File: src/rtl/vidctl_csr.sv
module vidctl_csr #(
  parameter int DIM_W = 16,
  parameter int IDX_W = 9
) (
  input  logic             clk,
  input  logic             rst_n,
  input  logic             req,
  input  logic             we,
  input  logic [1:0]       size,
  input  logic [20:0]      addr,
  input  logic [31:0]      wdata,
  output logic [31:0]      rdata,
  output logic             rvalid,
  input  logic             frame_tick,
  output logic             irq,
  output logic [31:0]      ctrl_word,
  output logic [4:0]       depth_bpp,
  output logic [31:0]      top_offset,
  output logic [31:0]      cursor_xy,
  output logic [DIM_W-1:0] disp_width,
  output logic [DIM_W-1:0] disp_height,
  output logic [1:0]       arr_sel,
  output logic [IDX_W-1:0] arr_idx,
  output logic             arr_we,
  output logic [31:0]      arr_wdata,
  input  logic [31:0]      arr_rdata,
  output logic             arr_clear
);
  localparam logic [20:0] A_ID  = 21'h000000;
  localparam logic [20:0] A_WID = 21'h080118;
  localparam logic [20:0] A_HGT = 21'h080150;
  localparam logic [20:0] A_CTL = 21'h080300;
  localparam logic [20:0] A_TOP = 21'h080400;
  localparam logic [20:0] A_CPL = 21'h080508;
  localparam logic [20:0] A_CPS = 21'h080638;
  localparam logic [20:0] A_PAL = 21'h080800;
  localparam logic [20:0] A_PAT = 21'h081000;
  localparam logic [20:0] A_RST = 21'h180000;

  logic [20:0] wa, off;
  logic [31:0] cur, merged, lane_rd;
  logic        hit_pal, hit_cpl, hit_pat, wr, rd;
  logic [4:0]  sh;

  assign wa      = {addr[20:2], 2'b00};
  assign sh      = {addr[1:0], 3'b000};
  assign wr      = req && we;
  assign rd      = req && !we;
  assign hit_pal = (wa >= A_PAL) && (wa < A_PAL + 21'h000800);
  assign hit_cpl = (wa >= A_CPL) && (wa < A_CPL + 21'h000018);
  assign hit_pat = (wa >= A_PAT) && (wa < A_PAT + 21'h001000);

  always_comb begin
    arr_sel = 2'd3;
    off     = '0;
    if (hit_pal) begin
      arr_sel = 2'd0;
      off     = wa - A_PAL;
    end else if (hit_cpl) begin
      arr_sel = 2'd1;
      off     = wa - A_CPL;
    end else if (hit_pat) begin
      arr_sel = 2'd2;
      off     = wa - A_PAT;
    end
  end
  assign arr_idx = off[IDX_W+2:3];

  always_comb begin
    if (hit_pat)      cur = {16'h0, arr_rdata[15:0]};
    else if (hit_cpl) cur = {8'h0, arr_rdata[23:0]};
    else begin
      case (wa)
        A_ID:    cur = 32'h10;
        A_WID:   cur = 32'(disp_width >> 2);
        A_HGT:   cur = 32'(disp_height) << 1;
        A_CTL:   cur = ctrl_word;
        default: cur = '0;
      endcase
    end
  end

  always_comb begin
    case (size)
      2'd0:    merged = (cur & ~(32'hFF << sh)) | ({24'h0, wdata[7:0]} << sh);
      2'd1:    merged = addr[1] ? {wdata[15:0], cur[15:0]} : {cur[31:16], wdata[15:0]};
      default: merged = wdata;
    endcase
    case (size)
      2'd0:    lane_rd = (cur >> sh) & 32'hFF;
      2'd1:    lane_rd = addr[1] ? {16'h0, cur[31:16]} : {16'h0, cur[15:0]};
      default: lane_rd = cur;
    endcase
  end

  assign arr_we    = wr && (hit_pal || hit_cpl || hit_pat);
  assign arr_wdata = merged;

  always_comb begin
    case (ctrl_word[22:20])
      3'd0:    depth_bpp = 5'd1;
      3'd1:    depth_bpp = 5'd2;
      3'd2:    depth_bpp = 5'd4;
      3'd3:    depth_bpp = 5'd8;
      3'd4:    depth_bpp = 5'd15;
      3'd5:    depth_bpp = 5'd16;
      default: depth_bpp = 5'd0;
    endcase
  end

  always_ff @(posedge clk or negedge rst_n) begin
    if (!rst_n) begin
      rvalid      <= 1'b0;
      rdata       <= '0;
      irq         <= 1'b0;
      arr_clear   <= 1'b0;
      ctrl_word   <= '0;
      top_offset  <= '0;
      cursor_xy   <= '0;
      disp_width  <= '0;
      disp_height <= '0;
    end else begin
      rvalid    <= rd;
      arr_clear <= wr && (wa == A_RST);
      if (rd) rdata <= lane_rd;
      if (wr) irq <= 1'b0;
      else if (frame_tick) irq <= 1'b1;
      if (wr) begin
        case (wa)
          A_WID: disp_width  <= DIM_W'(merged << 2);
          A_HGT: disp_height <= DIM_W'(merged >> 1);
          A_CTL: ctrl_word   <= merged;
          A_TOP: top_offset  <= merged;
          A_CPS: cursor_xy   <= merged;
          A_RST: begin
            ctrl_word   <= '0;
            top_offset  <= '0;
            cursor_xy   <= '0;
            disp_width  <= '0;
            disp_height <= '0;
          end
          default: ;
        endcase
      end
    end
  end

  AST_READ_VALID: assert property (@(posedge clk) disable iff (!rst_n)
    (req && !we) |=> rvalid);
  AST_NO_STRAY_VALID: assert property (@(posedge clk) disable iff (!rst_n)
    !(req && !we) |=> !rvalid);
  AST_ID_VALUE: assert property (@(posedge clk) disable iff (!rst_n)
    (req && !we && size == 2'd2 && addr[20:2] == 19'h0) |=> (rdata == 32'h10));
  AST_WRITE_DROPS_IRQ: assert property (@(posedge clk) disable iff (!rst_n)
    (req && we) |=> !irq);
  AST_TICK_RAISES_IRQ: assert property (@(posedge clk) disable iff (!rst_n)
    (frame_tick && !(req && we)) |=> irq);
  AST_SOFT_RESET_CLEARS: assert property (@(posedge clk) disable iff (!rst_n)
    (req && we && addr[20:2] == A_RST[20:2]) |=>
      (arr_clear && ctrl_word == 32'h0 && disp_width == '0 && disp_height == '0));
  AST_CLEAR_ONE_CYCLE: assert property (@(posedge clk) disable iff (!rst_n)
    arr_clear |=> !arr_clear || $past(req && we));
endmodule

File: config.mk
export PLATFORM = sky130hd
export DESIGN_NAME = vidctl_csr
export DESIGN_NICKNAME = d
export VERILOG_FILES = /design/src/rtl/vidctl_csr.sv
export SDC_FILE = /design/constraint.sdc
export NUM_CORES = 1
export LEC_CHECK = 0
export BUFFER_PORTS_ARGS = -buffer_cell sky130_fd_sc_hd__buf_2
export CAP_MARGIN = 20
export CORE_MARGIN = 2
export CORE_UTILIZATION = 45
export CTS_CLUSTER_SIZE = 40
export DETAILED_ROUTE_END_ITERATION = 6
export MAX_ROUTING_LAYER = met4
export PLACE_DENSITY_LB_ADDON = 0.2
export SYNTH_ARGS = -nofsm -noshare
export SYNTH_HDL_FRONTEND = slang
export SYNTH_SLANG_ARGS = --single-unit
File: constraint.sdc
create_clock -name clk -period 2.9 [get_ports clk]
set_input_delay 0.435 -clock clk [delete_from_list [all_inputs] [get_ports clk]]
set_output_delay 0.435 -clock clk [all_outputs]
set_load 0.02 [all_outputs]
==> flow_summary.json <==
{
  "insertion_delay_ns": 0.43,
  "syn_to_final_growth_pct": 53.4,
  "crit_top_cell": "buf_6",
  "ys_types": 57,
  "groute.usage.overall_pct": 37.8,
  "slowest_stage": "or4b_4",
  "skew_ns": 0.00981,
  "drc": 0,
  "r2r-start": "disp_width[11]",
  "placed_cells": 1549,
  "grt_max_degree": 77,
  "routed_via_density": 6.01,
  "ctsHoldBuffers": 0,
  "timing.final.crit_period_ns": 3.13,
  "grt_pass1_wl_mm": 53.9,
  "io_buffer_count": 293,
  "min_path_type": "in2async",
  "maxCapViolations": 0,
  "io_pins": 304,
  "rsz0062_at_grt": "yes",
  "ys.flop_type": "dfrtp_1",
  "critical_path_buf_inv_count": 6,
  "powerDensity_nw_per_um2": 433,
  "grt-ovfl-total": 0,
  "violations": "negative hold slack, negative setup slack",
  "dp_hpwl_mm": 26.9,
  "drive_above_1_share_pct": 42.4,
  "synth_edf_count": 0,
  "first_global_vias": 8925,
  "syn_avg_cell_area_sq_um": 8.54,
  "yosys_register_bits": 161,
  "clockRootBuffer": "clkbuf_16",
  "start_util_pct": 45.4,
  "synthAdderAreaFrac_pct": 0.309,
  "cp-start-kind": "primary input",
  "tightest_slew_ns": 0.676,
  "finalPower_uw": 5390,
  "cp_max_fo": 6,
  "htreeDepth": 4,
  "synth_top_family_by_area": "compound AO/OA/AOI/OAI gates",
  "synthXorXnorAreaFrac_pct": 0.108,
  "cpPeakStageDelay_ns": 0.57,
  "firstDrtPassIters": 7,
  "syn_area_sq_um": 8100,
  "whs_ns": -0.0289,
  "synthMuxAreaShare_pct": 1.02,
  "ant_nets": 0,
  "drt-total-wl_mm": 36.6,
  "crit_chain": "buf_6 > or3_4 > or4b_4 > nor3_4 > buf_12 > buf_6 > a222oi_1 > a21oi_1 > a211oi_2 > buf_4 > inv_2 > buf_6",
  "clk_pin_slew_worst_paths_ns": 0.07,
  "setup_viol": 20,
  "cts-buffers-inserted": 17,
  "synth-simple-area-share_pct": 20.2,
  "end_kind": "output port",
  "maxSlewViolCount": 0,
  "first_iter_violations": 1346,
  "slew-limit-headroom_pct": 54.4,
  "reg2reg_depth": 14,
  "die-area_sq_um": 19100,
  "synth-compound-area-share_pct": 23.5,
  "r2r-end": "rdata[1]",
  "min_period_over_period_pct": 108,
  "fmax_mhz": 320,
  "fin_setup_tns_ns": -2.04,
  "leakage_uw": 0.00635,
  "die_h_um": 138,
  "place.gp.congestion": 1.07,
  "die_w_um": 138,
  "num_vias": 9778,
  "core_sq_um": 17800,
  "worst-r2r-setup-slack_ns": 0.34,
  "antenna_found_initial": 2,
  "arrival_ns": 2.69,
  "hold_viol": 10,
  "final_nets": 1478,
  "rows": 49,
  "crit_type": "in2out",
  "netlist_instances": 949,
  "wl_per_cell_um": 22.5,
  "cts_tree": "done",
  "worst_slack_ns": -0.229,
  "path_delay_family": "simple AND/OR/NAND/NOR gates",
  "async_reset_ff_share_pct": 100,
  "yosys_warnings": 0,
  "ir_worst_vdd_mv": 0.455,
  "cp.required_ns": 2.47,
  "cts_sinks": 161,
  "status": "complete, but fails checks",
  "instances_no_fill": 1627,
  "seq_area_frac_synth_pct": 49.7,
  "clock_path_buffers": 2
}
-- cell usage in the layout (no fill, tap or decap), drive strengths merged, types with 6 or more instances in the layout --
| cell type | netlist | final |
|---|---|---|
| a211oi | 11 | 11 |
| o31ai | 8 | 8 |
| nor3 | 14 | 14 |
| and2 | 7 | 7 |
| dfrtp | 161 | 161 |
| o21ai | 177 | 177 |
| inv | 32 | 40 |
| and3 | 6 | 6 |
| nor2 | 56 | 56 |
| a22oi | 10 | 10 |
| o22ai | 12 | 12 |
| mux2i | 6 | 6 |
| clkbuf | 52 | 18 |
| a22o | 7 | 7 |
| buf | 17 | 483 |
| nand2 | 132 | 132 |
| a222oi | 20 | 20 |
| o211ai | 8 | 8 |
| nand3 | 99 | 99 |
| a21oi | 45 | 45 |
-- area by class of cell --
type | count | area (sq um)
clock buffers | 17 | 425
inverters | 36 | 138
diodes | 2 | 5.00
repair buffers | 484 | 3290
flip-flops and latches | 161 | 4030
multi-input cells | 684 | 4090
well taps | 229 | 287
clock inverters | 14 | 168
fillers | 1416 | 5410
-- per-layer routing --
layer | share of wire, % | GRT usage (%)
met4 | 4.3 | 14.8
met1 | 40 | 52.0
met5 | 0 | -
met2 | 44 | 53.9
met3 | 12 | 9.56
-- cells by family after synthesis --
family | after synthesis
multiplexers | 8
adder cells (fa/ha/maj) | 2
buffers and inverters | 105
XOR/XNOR | 1
other | 1
flip-flops | 161
AND/OR/NAND/NOR | 352
AO/OA/AOI/OAI | 319
-- worst register-to-register path, delay by kind of cell (launching register included) --
| kind | cells | cell delay (ns) |
|---|---|---|
| compound gates | 3 | 0.55 |
| buf+inv | 10 | 1.27 |
| flops | 1 | 0.42 |
| simple gates | 1 | 0.21 |
-- where the power goes --
part	internal (uW)	switching [uW]
registers	2270	15.2
logic	299	489
clock network	1300	1020
-- metrics by stage --
step / cell area [sq um] / util, % / setup WS, ns / hold slack (ns)
after global placement: 10800 / 60.7 / -0.429 / 0.457
final: 12400 / 69.7 / -0.229 / -0.0289
after global routing: 12400 / 69.7 / -0.289 / 0.0327
after detailed placement: 10800 / 60.7 / -0.430 / 0.462
after floorplan: 8120 / - / -0.129 / 0.139
after CTS: 11900 / 66.8 / -0.234 / 0.0115
-- registers in the layout (all words and copies together), names as in the netlist --
signal	cells
ctrl_word	32
rdata	32
cursor_xy	32
top_offset	32
rvalid	1
arr_clear	1
irq	1
disp_height	16
disp_width	14
-- cells in the mapped netlist, drive strengths merged, types with 11 or more instances --
master	number	area [sq um]
dfrtp	161	4030
o22ai	12	75.1
inv	32	120
o21ai	177	886
nor2	56	210
nand2	132	495
clkbuf	52	195
a21oi	45	225
nand3	99	495
nor3	14	86.3
buf	17	81.3
a222oi	20	200
a211oi	11	82.6
-- timing repair --
action / in CTS / in global routing
setup buffers: 32 / 16
setup endpoints to repair: 31 / 32
pin swaps: 28 / 40
gates resized for setup: 65 / 97
-- worst max path at each step --
stage	start	end	cells after the start
global route	addr[2]	arr_wdata[15]	12
floorplan	addr[12]	arr_wdata[12]	10
CTS	addr[2]	arr_wdata[12]	11
finish	addr[2]	arr_wdata[15]	12
detailed placement	addr[11]	arr_wdata[12]	10
global placement	addr[11]	arr_wdata[12]	10
Note: power is estimated with default switching activity, not from simulation.
